File: config.mk
export PLATFORM = sky130hd
export DESIGN_NAME = spi_ee_engine
export DESIGN_NICKNAME = d
export VERILOG_FILES = /design/src/rtl/spi_ee_pkg.sv /design/src/rtl/spi_ee_sync.sv /design/src/rtl/spi_ee_prog.sv /design/src/rtl/spi_ee_engine.sv
export SDC_FILE = /design/constraint.sdc
export NUM_CORES = 1
export LEC_CHECK = 0
export ABC_CLOCK_PERIOD_IN_PS = 5300
export BUFFER_PORTS_ARGS = -buffer_cell sky130_fd_sc_hd__buf_4
export CAP_MARGIN = 20
export CORE_UTILIZATION = 30
export CTS_BUF_LIST = sky130_fd_sc_hd__clkbuf_2
export DETAILED_ROUTE_END_ITERATION = 10
export PLACE_DENSITY = 0.42
export SLEW_MARGIN = 20
export SYNTH_ARGS = -nofsm -noshare
export SYNTH_HDL_FRONTEND = slang
export SYNTH_HIERARCHICAL = 1
export SYNTH_SLANG_ARGS = --single-unit
File: constraint.sdc
create_clock -name clk -period 5.3 [get_ports clk]
set_input_delay 0.53 -clock clk [delete_from_list [all_inputs] [get_ports clk]]
set_output_delay 0.53 -clock clk [all_outputs]
set_load 0.02 [all_outputs]
File: src/rtl/spi_ee_pkg.sv
package spi_ee_pkg;

  typedef enum logic [2:0] {
    ST_IDLE,
    ST_OPC,
    ST_ADDR,
    ST_WDATA,
    ST_RDATA,
    ST_RSTAT,
    ST_WSTAT,
    ST_SKIP
  } ee_state_t;

  localparam logic [7:0] OP_WREN  = 8'h06;
  localparam logic [7:0] OP_WRDI  = 8'h04;
  localparam logic [7:0] OP_RDSR  = 8'h05;
  localparam logic [7:0] OP_WRSR  = 8'h01;
  localparam logic [7:0] OP_READ  = 8'h03;
  localparam logic [7:0] OP_WRITE = 8'h02;

endpackage

File: src/rtl/spi_ee_sync.sv
module spi_ee_sync (
  input  logic clk,
  input  logic rst_n,
  input  logic cs_n,
  input  logic sck,
  input  logic si,
  input  logic hold_n,
  output logic cs_act,
  output logic cs_start,
  output logic cs_end,
  output logic sck_rise,
  output logic sck_fall,
  output logic si_s,
  output logic held
);

  logic [1:0] cs_sr, sck_sr, si_sr, hold_sr;
  logic       cs_d, sck_d;

  always_ff @(posedge clk or negedge rst_n) begin
    if (!rst_n) begin
      cs_sr   <= 2'b11;
      sck_sr  <= 2'b00;
      si_sr   <= 2'b00;
      hold_sr <= 2'b11;
      cs_d    <= 1'b1;
      sck_d   <= 1'b0;
      held    <= 1'b0;
    end else begin
      cs_sr   <= {cs_sr[0], cs_n};
      sck_sr  <= {sck_sr[0], sck};
      si_sr   <= {si_sr[0], si};
      hold_sr <= {hold_sr[0], hold_n};
      cs_d    <= cs_sr[1];
      sck_d   <= sck_sr[1];
      // pause state may only move while the serial clock is low
      if (!sck_sr[1]) held <= !hold_sr[1];
    end
  end

  assign cs_act   = !cs_sr[1];
  assign cs_start = cs_d && !cs_sr[1];
  assign cs_end   = !cs_d && cs_sr[1];
  assign sck_rise = sck_sr[1] && !sck_d && !held && cs_act;
  assign sck_fall = !sck_sr[1] && sck_d && !held && cs_act;
  assign si_s     = si_sr[1];


  hold_low_sck_chk: assert property (@(posedge clk) disable iff (!rst_n)
    (held != $past(held)) |-> !$past(sck_sr[1]));

endmodule

File: src/rtl/spi_ee_prog.sv
module spi_ee_prog #(
  parameter int ADDR_W      = 14,
  parameter int PAGE_BYTES  = 64,
  parameter int PROG_CYCLES = 250000
) (
  input  logic                         clk,
  input  logic                         rst_n,
  input  logic                         clr,
  input  logic                         wr_en,
  input  logic [$clog2(PAGE_BYTES)-1:0] wr_slot,
  input  logic [7:0]                   wr_data,
  input  logic                         start,
  input  logic                         use_page,
  input  logic [ADDR_W-$clog2(PAGE_BYTES)-1:0] page_base,
  output logic                         busy,
  output logic                         done,
  output logic                         mem_we,
  output logic [ADDR_W-1:0]            mem_addr,
  output logic [7:0]                   mem_wdata
);

  localparam int PW = $clog2(PAGE_BYTES);
  localparam int BW = ADDR_W - PW;
  localparam int CW = $clog2(PROG_CYCLES + 1);

  logic [7:0]            pbuf [PAGE_BYTES];
  logic [PAGE_BYTES-1:0] vld;
  logic [CW-1:0]         cnt;
  logic                  use_q;
  logic [BW-1:0]         base_q;
  logic [PW-1:0]         slot;
  logic                  in_page;

  always_ff @(posedge clk) begin
    if (wr_en) pbuf[wr_slot] <= wr_data;
  end

  always_ff @(posedge clk or negedge rst_n) begin
    if (!rst_n) begin
      vld    <= '0;
      busy   <= 1'b0;
      cnt    <= '0;
      use_q  <= 1'b0;
      base_q <= '0;
    end else begin
      if (clr) vld <= '0;
      else if (wr_en) vld[wr_slot] <= 1'b1;
      if (start && !busy) begin
        busy   <= 1'b1;
        cnt    <= '0;
        use_q  <= use_page;
        base_q <= page_base;
      end else if (busy) begin
        if (done) busy <= 1'b0;
        else cnt <= cnt + 1'b1;
      end
    end
  end

  assign slot      = cnt[PW-1:0];
  assign in_page   = cnt < CW'(PAGE_BYTES);
  assign done      = busy && (cnt == CW'(PROG_CYCLES - 1));
  assign mem_we    = busy && use_q && in_page && vld[slot];
  assign mem_addr  = {base_q, slot};
  assign mem_wdata = pbuf[slot];


  busy_rise_chk: assert property (@(posedge clk) disable iff (!rst_n)
    (start && !busy) |=> busy);


  busy_hold_chk: assert property (@(posedge clk) disable iff (!rst_n)
    (busy && !done) |=> busy);


  busy_end_chk: assert property (@(posedge clk) disable iff (!rst_n)
    done |=> !busy);


  buf_quiet_chk: assert property (@(posedge clk) disable iff (!rst_n)
    wr_en |-> !busy);

endmodule

File: src/rtl/spi_ee_engine.sv
module spi_ee_engine
  import spi_ee_pkg::*;
#(
  parameter int ADDR_W      = 14,
  parameter int PAGE_BYTES  = 64,
  parameter int PROG_CYCLES = 250000
) (
  input  logic              clk,
  input  logic              rst_n,
  input  logic              cs_n,
  input  logic              sck,
  input  logic              si,
  input  logic              hold_n,
  output logic              so,
  output logic              so_oe,
  output logic              busy,
  output logic [ADDR_W-1:0] mem_addr,
  output logic              mem_re,
  output logic              mem_we,
  output logic [7:0]        mem_wdata,
  input  logic [7:0]        mem_rdata
);

  localparam int PW = $clog2(PAGE_BYTES);
  localparam int BW = ADDR_W - PW;
  localparam int SW = ADDR_W - 1;

  function automatic logic [ADDR_W-1:0] next_rd_addr(input logic [ADDR_W-1:0] a);
    return a + 1'b1;
  endfunction

  function automatic logic [PW-1:0] next_slot(input logic [PW-1:0] s);
    return s + 1'b1;
  endfunction

  logic cs_act, cs_start, cs_end, sck_rise, sck_fall, si_s, held;

  spi_ee_sync u_sync (
    .clk(clk), .rst_n(rst_n), .cs_n(cs_n), .sck(sck), .si(si), .hold_n(hold_n),
    .cs_act(cs_act), .cs_start(cs_start), .cs_end(cs_end),
    .sck_rise(sck_rise), .sck_fall(sck_fall), .si_s(si_s), .held(held)
  );

  ee_state_t   state;
  logic [3:0]  bit_cnt;
  logic [SW-1:0] shin;
  logic [7:0]  op;
  logic [ADDR_W-1:0] addr;
  logic [7:0]  shout;
  logic        so_q;
  logic [2:0]  out_cnt;
  logic        rd_req, rd_pend;
  logic        wel;
  logic [5:0]  cfg;
  logic [5:0]  stat_byte;
  logic [PW-1:0] slot;
  logic [BW-1:0] page;
  logic        got_byte;

  logic [7:0]  rx8;
  logic [ADDR_W-1:0] rx_addr;
  logic [7:0]  status_byte;
  logic        rx_rise;
  logic        op_done, byte_done;
  logic        buf_clr, buf_wr;
  logic        commit_mem, commit_stat;
  logic        prog_busy, prog_done, prog_we;
  logic [ADDR_W-1:0] prog_addr;
  logic [7:0]  prog_wdata;

  assign rx8         = {shin[6:0], si_s};
  assign rx_addr     = {shin, si_s};
  assign status_byte = {cfg, wel, prog_busy};
  assign rx_rise     = sck_rise && !cs_start;
  assign op_done     = rx_rise && state == ST_OPC && bit_cnt == 4'd7;
  assign byte_done   = rx_rise && bit_cnt == 4'd7;
  assign buf_clr     = op_done && rx8 == OP_WRITE && wel && !prog_busy;
  assign buf_wr      = byte_done && state == ST_WDATA;
  assign commit_mem  = cs_end && state == ST_WDATA && bit_cnt == 4'd0 && got_byte;
  assign commit_stat = cs_end && state == ST_WSTAT && bit_cnt == 4'd0 && got_byte;

  spi_ee_prog #(.ADDR_W(ADDR_W), .PAGE_BYTES(PAGE_BYTES), .PROG_CYCLES(PROG_CYCLES)) u_prog (
    .clk(clk), .rst_n(rst_n), .clr(buf_clr), .wr_en(buf_wr), .wr_slot(slot),
    .wr_data(rx8), .start(commit_mem || commit_stat), .use_page(commit_mem),
    .page_base(page), .busy(prog_busy), .done(prog_done), .mem_we(prog_we),
    .mem_addr(prog_addr), .mem_wdata(prog_wdata)
  );

  always_ff @(posedge clk or negedge rst_n) begin
    if (!rst_n) begin
      state <= ST_IDLE;  bit_cnt <= '0;  shin <= '0;   op <= '0;
      addr <= '0;        shout <= '0;    so_q <= 1'b0; out_cnt <= '0;
      rd_req <= 1'b0;    rd_pend <= 1'b0; wel <= 1'b0; cfg <= '0;
      stat_byte <= '0;   slot <= '0;     page <= '0;   got_byte <= 1'b0;
    end else begin
      rd_req  <= 1'b0;
      rd_pend <= rd_req;
      if (rd_pend) shout <= mem_rdata;
      if (prog_done) wel <= 1'b0;
      if (cs_end) begin
        state <= ST_IDLE;
        if (commit_stat) cfg <= stat_byte;
      end else if (cs_start) begin
        state    <= ST_OPC;
        bit_cnt  <= '0;
        got_byte <= 1'b0;
      end else if (sck_rise) begin
        shin    <= {shin[SW-2:0], si_s};
        bit_cnt <= bit_cnt + 4'd1;
        case (state)
          ST_OPC: if (bit_cnt == 4'd7) begin
            bit_cnt <= '0;
            op      <= rx8;
            if (prog_busy && rx8 != OP_RDSR) state <= ST_SKIP;
            else begin
              case (rx8)
                OP_WREN:  begin wel <= 1'b1; state <= ST_SKIP; end
                OP_WRDI:  begin wel <= 1'b0; state <= ST_SKIP; end
                OP_RDSR:  begin shout <= status_byte; out_cnt <= '0; state <= ST_RSTAT; end
                OP_WRSR:  state <= wel ? ST_WSTAT : ST_SKIP;
                OP_READ:  state <= ST_ADDR;
                OP_WRITE: state <= wel ? ST_ADDR : ST_SKIP;
                default:  state <= ST_SKIP;
              endcase
            end
          end
          ST_ADDR: if (bit_cnt == 4'd15) begin
            bit_cnt <= '0;
            addr    <= rx_addr;
            if (op == OP_READ) begin
              rd_req  <= 1'b1;
              out_cnt <= '0;
              state   <= ST_RDATA;
            end else begin
              slot  <= rx_addr[PW-1:0];
              page  <= rx_addr[ADDR_W-1:PW];
              state <= ST_WDATA;
            end
          end
          ST_WDATA: if (bit_cnt == 4'd7) begin
            bit_cnt  <= '0;
            slot     <= next_slot(slot);
            got_byte <= 1'b1;
          end
          ST_WSTAT: if (bit_cnt == 4'd7) begin
            bit_cnt <= '0;
            if (!got_byte) stat_byte <= rx8[7:2];
            got_byte <= 1'b1;
          end
          default: ;
        endcase
      end else if (sck_fall && (state == ST_RDATA || state == ST_RSTAT)) begin
        so_q    <= shout[7];
        shout   <= {shout[6:0], 1'b0};
        out_cnt <= out_cnt + 3'd1;
        if (out_cnt == 3'd7) begin
          if (state == ST_RDATA) begin
            addr   <= next_rd_addr(addr);
            rd_req <= 1'b1;
          end else begin
            shout <= status_byte;
          end
        end
      end
    end
  end

  assign so        = so_q;
  assign so_oe     = state == ST_RDATA || state == ST_RSTAT;
  assign busy      = prog_busy;
  assign mem_re    = rd_req;
  assign mem_we    = prog_we;
  assign mem_addr  = prog_busy ? prog_addr : addr;
  assign mem_wdata = prog_wdata;


  cs_high_hiz_chk: assert property (@(posedge clk) disable iff (!rst_n)
    (!cs_act && !$past(cs_act)) |-> !so_oe);


  skip_sticky_chk: assert property (@(posedge clk) disable iff (!rst_n)
    (state == ST_SKIP && !cs_end) |=> state == ST_SKIP);


  busy_no_read_chk: assert property (@(posedge clk) disable iff (!rst_n)
    prog_busy |-> !rd_req);


  wel_clear_chk: assert property (@(posedge clk) disable iff (!rst_n)
    prog_done |=> !wel);


  hold_freeze_chk: assert property (@(posedge clk) disable iff (!rst_n)
    (held && !cs_start && !cs_end) |=> $stable(bit_cnt));

endmodule

==> impl_metrics.toml, run 1 <==
[timing]
worst_pin_slew_ns = 1.118
slew_headroom_pct = 25.17
hold_viol = 0
skew_ns = 0.09899
period_needed_ns = 4.948
fin_crit_sh_pct = 93.35
max_freq_mhz = 202.1
setup_ws_ns = 0.3523
rsz0062_at_grt = "false"
finalMaxSlewViolations = 0
finalSetupViolCount = 0
fin_setup_tns_ns = 0

[synthesis]
syn_area_per_cell_um2 = 16.06
synth_edf_count = 512
synthCells = 1796
yosysWarnings = 6
yosys.area.top_type_share_pct = 53.32
synthTopCellsByArea = "edfxtp_1, dfrtp_1, mux4_2"
synthDistinctLibCells = 74
synth_seq_cells = 699
ys_seq_area_share_pct = 69.57
yosys_most_used_dff = "edfxtp_1"
synth_top_area_cell = "edfxtp_1"
synth_nets = 1817
async_flop_share_pct = 26.75
syn-cell-area_um2 = 28840

[floorplan]
std_cell_rows = 113
die_y_um = 312.0
io_pins = 41
core_area_um2 = 95150
initial_core_util_pct = 30.30
dieArea_um2 = 97360
fp.dieW_um = 312.0

[placement]
place_congestion = 0.7478
dp_hpwl_um = 47290
place_ws_ns = 1.367
port-buffer-count = 40

[grt]
grt_first_pass_wirelength_um = 117600
grt_pass1_vias = 17600
grt_max_degree = 113
grt_use_total_pct = 16.41
antenna_found_initial = 2
grt-ovfl-total = 0

[setup_path]
start_kind = "flip-flop"
required_ns = 4.77
ff2ff_setup_slack_ns = 1.34
endpoint_kind = "primary output"
critPathArrivalTime_ns = 4.42
critPathKind = "reg2out"
startpoint = "u_prog/cnt[1]"
rr_endpoint = "u_prog/pbuf[3][6]"
path_max_fanout = 33
rr_startpoint = "u_sync/sck_d"
reg2reg_depth = 7

[power_and_ir_drop]
power.total_w = 0.01044
peakVddDrop_mv = 0.1831
p_sw_w = 0.002611
intPower_w = 0.007829
p_clk_share_pct = 38.7
p_leak_nw = 11.80
seqPwrFrac_pct = 57.7
p_comb_share_pct = 3.6
swShare_pct = 25.01
powerDensity_nw_per_um2 = 317.2

[clocking]
tritoncts = "yes"
clockBufferDepth = 3
clkTransAtPathRegs_ns = 0.10
clock_latency_ns = 1.40
numCtsBuffers = 189
clockRootBuffer = "clkbuf_2"
cts-htree-levels = 4
clock-sinks = 699

[run]
max_cap_violations = 0

[cells_and_area]
final_layout_size_suffix_gt1_share_pct = 30.90
area_delta_synth_final_pct = 14.13
final_common_cell = "edfxtp_1"
final_nets = 2032
layout_common_cells = "edfxtp_1, clkbuf_2, nor2_1"

[route]
first_iter_violations = 1106
drt-pass1-iter-count = 5
route.detailed.drc = 0
num_vias = 16930
ant_nets = 0
routedWlPerCell_um = 23.04
avgViaCountPerCell = 4.932
postRouteWirelength_um = 79080

[outcome]
status = "complete, no violations"

[min_path]
hold_class = "in2async"
## metrics by stage
stage | utilization [%] | area (um^2) | hold slack, ns | cells
3_3_place_gp | 32.27 | 30710 | 0.3484 | 3055
4_1_cts | 34.54 | 32860 | 0.05742 | 3428
5_1_grt | 34.58 | 32910 | 0.1490 | 3431
6_report | 34.59 | 32910 | 0.2827 | 3432
3_5_place_dp | 32.28 | 30710 | 0.3512 | 3055
2_1_floorplan | - | 28840 | 0.2344 | 1796
## registers in the layout, indices dropped and copies added, names as in the netlist, 2 cells and up
signal and cells:
u_prog/pbuf 512, u_prog/vld 64, u_prog/cnt 18, addr 14, shin 13, op 8
page 8, shout 8, u_prog/base_q 8, cfg 6, slot 6, stat_byte 6
bit_cnt 4, out_cnt 3, state 3, u_sync/cs_sr 2, u_sync/hold_sr 2, u_sync/sck_sr 2
u_sync/si_sr 2
## critical path: stages (launching register included)
cell and delay [ns]:
dfrtp_4 0.82, buf_6 0.42, mux4_2 0.58, nor3b_1 0.28, nor4_1 0.11, o21ai_1 0.31
o21ai_1 0.26, buf_4 0.23
## layer usage
metal  up-vias  part of all wire, %  global-route usage [%]
li1       7532                    -                       -
met1      8829                   45                   21.95
met2       459                   48                   26.44
met3       106                  5.0                   3.709
met4         0                  1.8                   5.281
met5         -                    0                       0
## power groups by stage
| stage | Sequential, W | Combinational, W | Clock [W] |
|---|---|---|---|
| detailed placement | 0.00615 | 0.000371 | 0 |
| CTS | 0.00603 | 0.000387 | 0.00425 |
| finish | 0.00603 | 0.000372 | 0.00404 |
| global route | 0.00603 | 0.000417 | 0.00450 |
| global placement | 0.00615 | 0.000359 | 0 |
| floorplan | 0.00620 | 0.000119 | 0 |
## timing repair
item                                   CTS  global route
endpoints found under the hold margin  199             0
resized for setup                        2             0
cloned                                   0             0
setup endpoints to repair                9             2
hold buffers                            27             0
pin swaps                                0             0
buffers inserted                         1             1
## cell families after synthesis
group	count (synthesis)	synth area share (%)
flip-flops	699	69.57
AND/OR/NAND/NOR	536	8.717
multiplexers	220	14.13
adder cells (fa/ha/maj)	7	0.3037
buffers and inverters	119	2.074
AO/OA/AOI/OAI	210	5.051
XOR/XNOR	5	0.1519
## how the worst max path moves through the flow
stage	slack, ns	cells past startpoint	endpoint
finish	0.35	7	mem_we
global route	0.1	7	mem_we
global placement	1.37	7	mem_wdata[7]
CTS	-0.005	6	mem_wdata[3]
floorplan	2.37	8	u_prog/pbuf[36][0]
detailed placement	1.37	7	mem_wdata[7]
## cell type report
type                            count  area [um^2]
Antenna cell                        2        5.005
Timing Repair Buffer              127         1135
Fill cell                        9325        62240
Clock inverter                     46        339.1
Inverter                           16        60.06
Multi-Input combinational cell    978         8213
Sequential cell                   699        20080
Tap cell                         1265         1583
Clock buffer                      299         1496
## cell usage after synthesis, types with 35 or more instances
master    number
clkbuf_1      55
nor2_1       208
a22oi_1       40
nand3_1       35
mux4_2       145
dfrtp_1      182
o21ai_0       38
a21oi_1       37
mux2_2        47
nand2_1      150
edfxtp_1     512
(Power assumes the default switching activity.)
==> run 2, diff against run 1 <==
--- a/config.mk
+++ b/config.mk
@@ -11,7 +11,7 @@
 export CORE_UTILIZATION = 30
 export CTS_BUF_LIST = sky130_fd_sc_hd__clkbuf_2
 export DETAILED_ROUTE_END_ITERATION = 10
-export PLACE_DENSITY = 0.42
+export PLACE_DENSITY_LB_ADDON = 0.08
 export SLEW_MARGIN = 20
 export SYNTH_ARGS = -nofsm -noshare
 export SYNTH_HDL_FRONTEND = slang
==> impl_metrics.toml, run 2 (same netlist as run 1, synthesis figures left out) <==
[outcome]
status = "complete, no violations"

[power_and_ir_drop]
seqPwrFrac_pct = 57.9
peakVddDrop_mv = 0.1630
p_sw_w = 0.002641
power.total_w = 0.01041
powerDensity_nw_per_um2 = 315.4
p_comb_share_pct = 3.7
intPower_w = 0.007767
p_leak_nw = 11.83
p_clk_share_pct = 38.4
swShare_pct = 25.37

[floorplan]
io_pins = 41
core_area_um2 = 95150
initial_core_util_pct = 30.30
die_y_um = 312.0
dieArea_um2 = 97360
std_cell_rows = 113
fp.dieW_um = 312.0

[clocking]
clockRootBuffer = "clkbuf_2"
clock-sinks = 699
clock_latency_ns = 1.48
cts-htree-levels = 4
numCtsBuffers = 190
clkTransAtPathRegs_ns = 0.11
tritoncts = "yes"
clockBufferDepth = 3

[setup_path]
critPathArrivalTime_ns = 4.39
required_ns = 4.77
ff2ff_setup_slack_ns = 1.18
slowest_delay_ns = 0.65
startpoint = "u_prog/cnt[2]"
cp_cell_sequence = "buf_4 -> nor2_2 -> buf_4 -> buf_4 -> a221oi_1 -> nor3_1 -> or4_1 -> buf_4"
rr_endpoint = "u_prog/pbuf[3][6]"
path_max_fanout = 26
start_kind = "flip-flop"
reg2reg_depth = 7
crit_top_cell = "buf_4"
crit_path_end = "mem_wdata[4]"
rr_startpoint = "u_sync/held"
critPathKind = "reg2out"
endpoint_kind = "primary output"
crit_path_top_delay_cell = "dfrtp_4"

[placement]
place_congestion = 0.7701
placed_area_um2 = 30770
port-buffer-count = 40
dp_hpwl_um = 50710

[timing]
fin_crit_sh_pct = 92.83
finalMaxSlewViolations = 0
finalSetupViolCount = 0
slew_headroom_pct = 25.88
rsz0062_at_grt = "false"
period_needed_ns = 4.920
skew_ns = 0.08493
hold_viol = 0
worst_pin_slew_ns = 1.108
fin_setup_tns_ns = 0
max_freq_mhz = 203.3

[route]
first_iter_violations = 1278
num_vias = 17160
drt-pass1-iter-count = 5
postRouteWirelength_um = 83580
ant_nets = 0
routedWlPerCell_um = 24.20
avgViaCountPerCell = 4.969
route.detailed.drc = 0

[cells_and_area]
seq_area_um2 = 20080
multi_input_area_um2 = 8198
final_layout_size_suffix_gt1_share_pct = 30.56
fill_cells = 9263
regMostFlops = "u_prog/pbuf"
reg_top3 = "u_prog/pbuf x512, u_prog/vld x64, u_prog/cnt x18"
layout_common_cells = "edfxtp_1, clkbuf_2, nor2_1"
final_nets = 2043
final_common_cell = "edfxtp_1"
largest_reg_flops = 512
final_area_um2 = 33000
area_delta_synth_final_pct = 14.45

[min_path]
hold_class = "in2async"

[grt]
antenna_found_initial = 6
grt_first_pass_wirelength_um = 121800
grt_use_total_pct = 17.29
grt_pass1_vias = 17740
grt_max_degree = 107
grt-ovfl-total = 0

[run]
max_cap_violations = 0
==> run 2: cell count changes in the layout (fill, tap and decap cells not counted), sizes merged <==
cell / previous run / this run
clkbuf: 300 / 295
clkinv: 32 / 44
clkinvlp: 4 / 3
diode: 2 / 9
inv: 21 / 19
buf: 100 / 111
bufinv: 5 / 4
==> run 2: critical path, delay by kind of cell (launching register included) <==
family	cells	cell delay, ns
AOI/OAI and AO/OA	1	0.08
DFF	1	0.65
and+or+nand+nor	3	1.18
buffers and inverters	4	1.02
==> run 2: repair_timing <==
action                     in CTS  in global routing
gates resized for setup         3                  0
pin swaps                       0                  0
hold endpoints to repair      199                  0
setup endpoints to repair       6                  4
buffers inserted                1                  3
hold buffers                   27                  0
==> run 2: per-layer routing <==
layer,routed length [um],share of wire [%],global-route usage [%]
met5,0,0,0
met4,1904,2.3,5.971
met3,3707,4.4,3.736
met2,40030,48,27.58
met1,37940,45,23.31
==> run 2: area by class of cell <==
type,count,area share (%)
Sequential cell,699,60.85
Multi-Input combinational cell,978,24.84
Tap cell,1265,4.796
Clock buffer,295,4.474
Timing Repair Buffer,137,3.757
Clock inverter,54,1.031
Inverter,16,0.1820
Antenna cell,9,0.06824
==> run 2: metrics by stage <==
step	util, %	worst slack, ns	hold slack, ns	cells
3_5_place_dp	32.34	1.255	0.3455	3063
5_1_grt	34.68	0.04275	0.06258	3453
2_1_floorplan	-	2.370	0.2344	1796
6_report	34.68	0.3802	0.2303	3453
4_1_cts	34.60	0.004127	0.02254	3440
3_3_place_gp	32.34	1.285	0.3444	3063
==> run 2: worst min path at each step <==
stage / end / slack, ns / depth (start not counted)
final: u_sync/cs_d / 0.23 / 3
after global routing: u_sync/cs_d / 0.06 / 3
after CTS: u_sync/cs_d / 0.02 / 3
after detailed placement: u_sync/si_sr[1] / 0.35 / 0
after global placement: u_sync/sck_sr[1] / 0.34 / 0
after floorplan: addr[0] / 0.23 / 0
==> run 2: power by group through the flow <==
stage | Sequential, W | Combinational, W | Clock, W
finish | 0.00603 | 0.000383 | 0.00400
global placement | 0.00615 | 0.000377 | 0
global route | 0.00603 | 0.000433 | 0.00447
CTS | 0.00603 | 0.000405 | 0.00420
detailed placement | 0.00615 | 0.000384 | 0
floorplan | 0.00620 | 0.000119 | 0
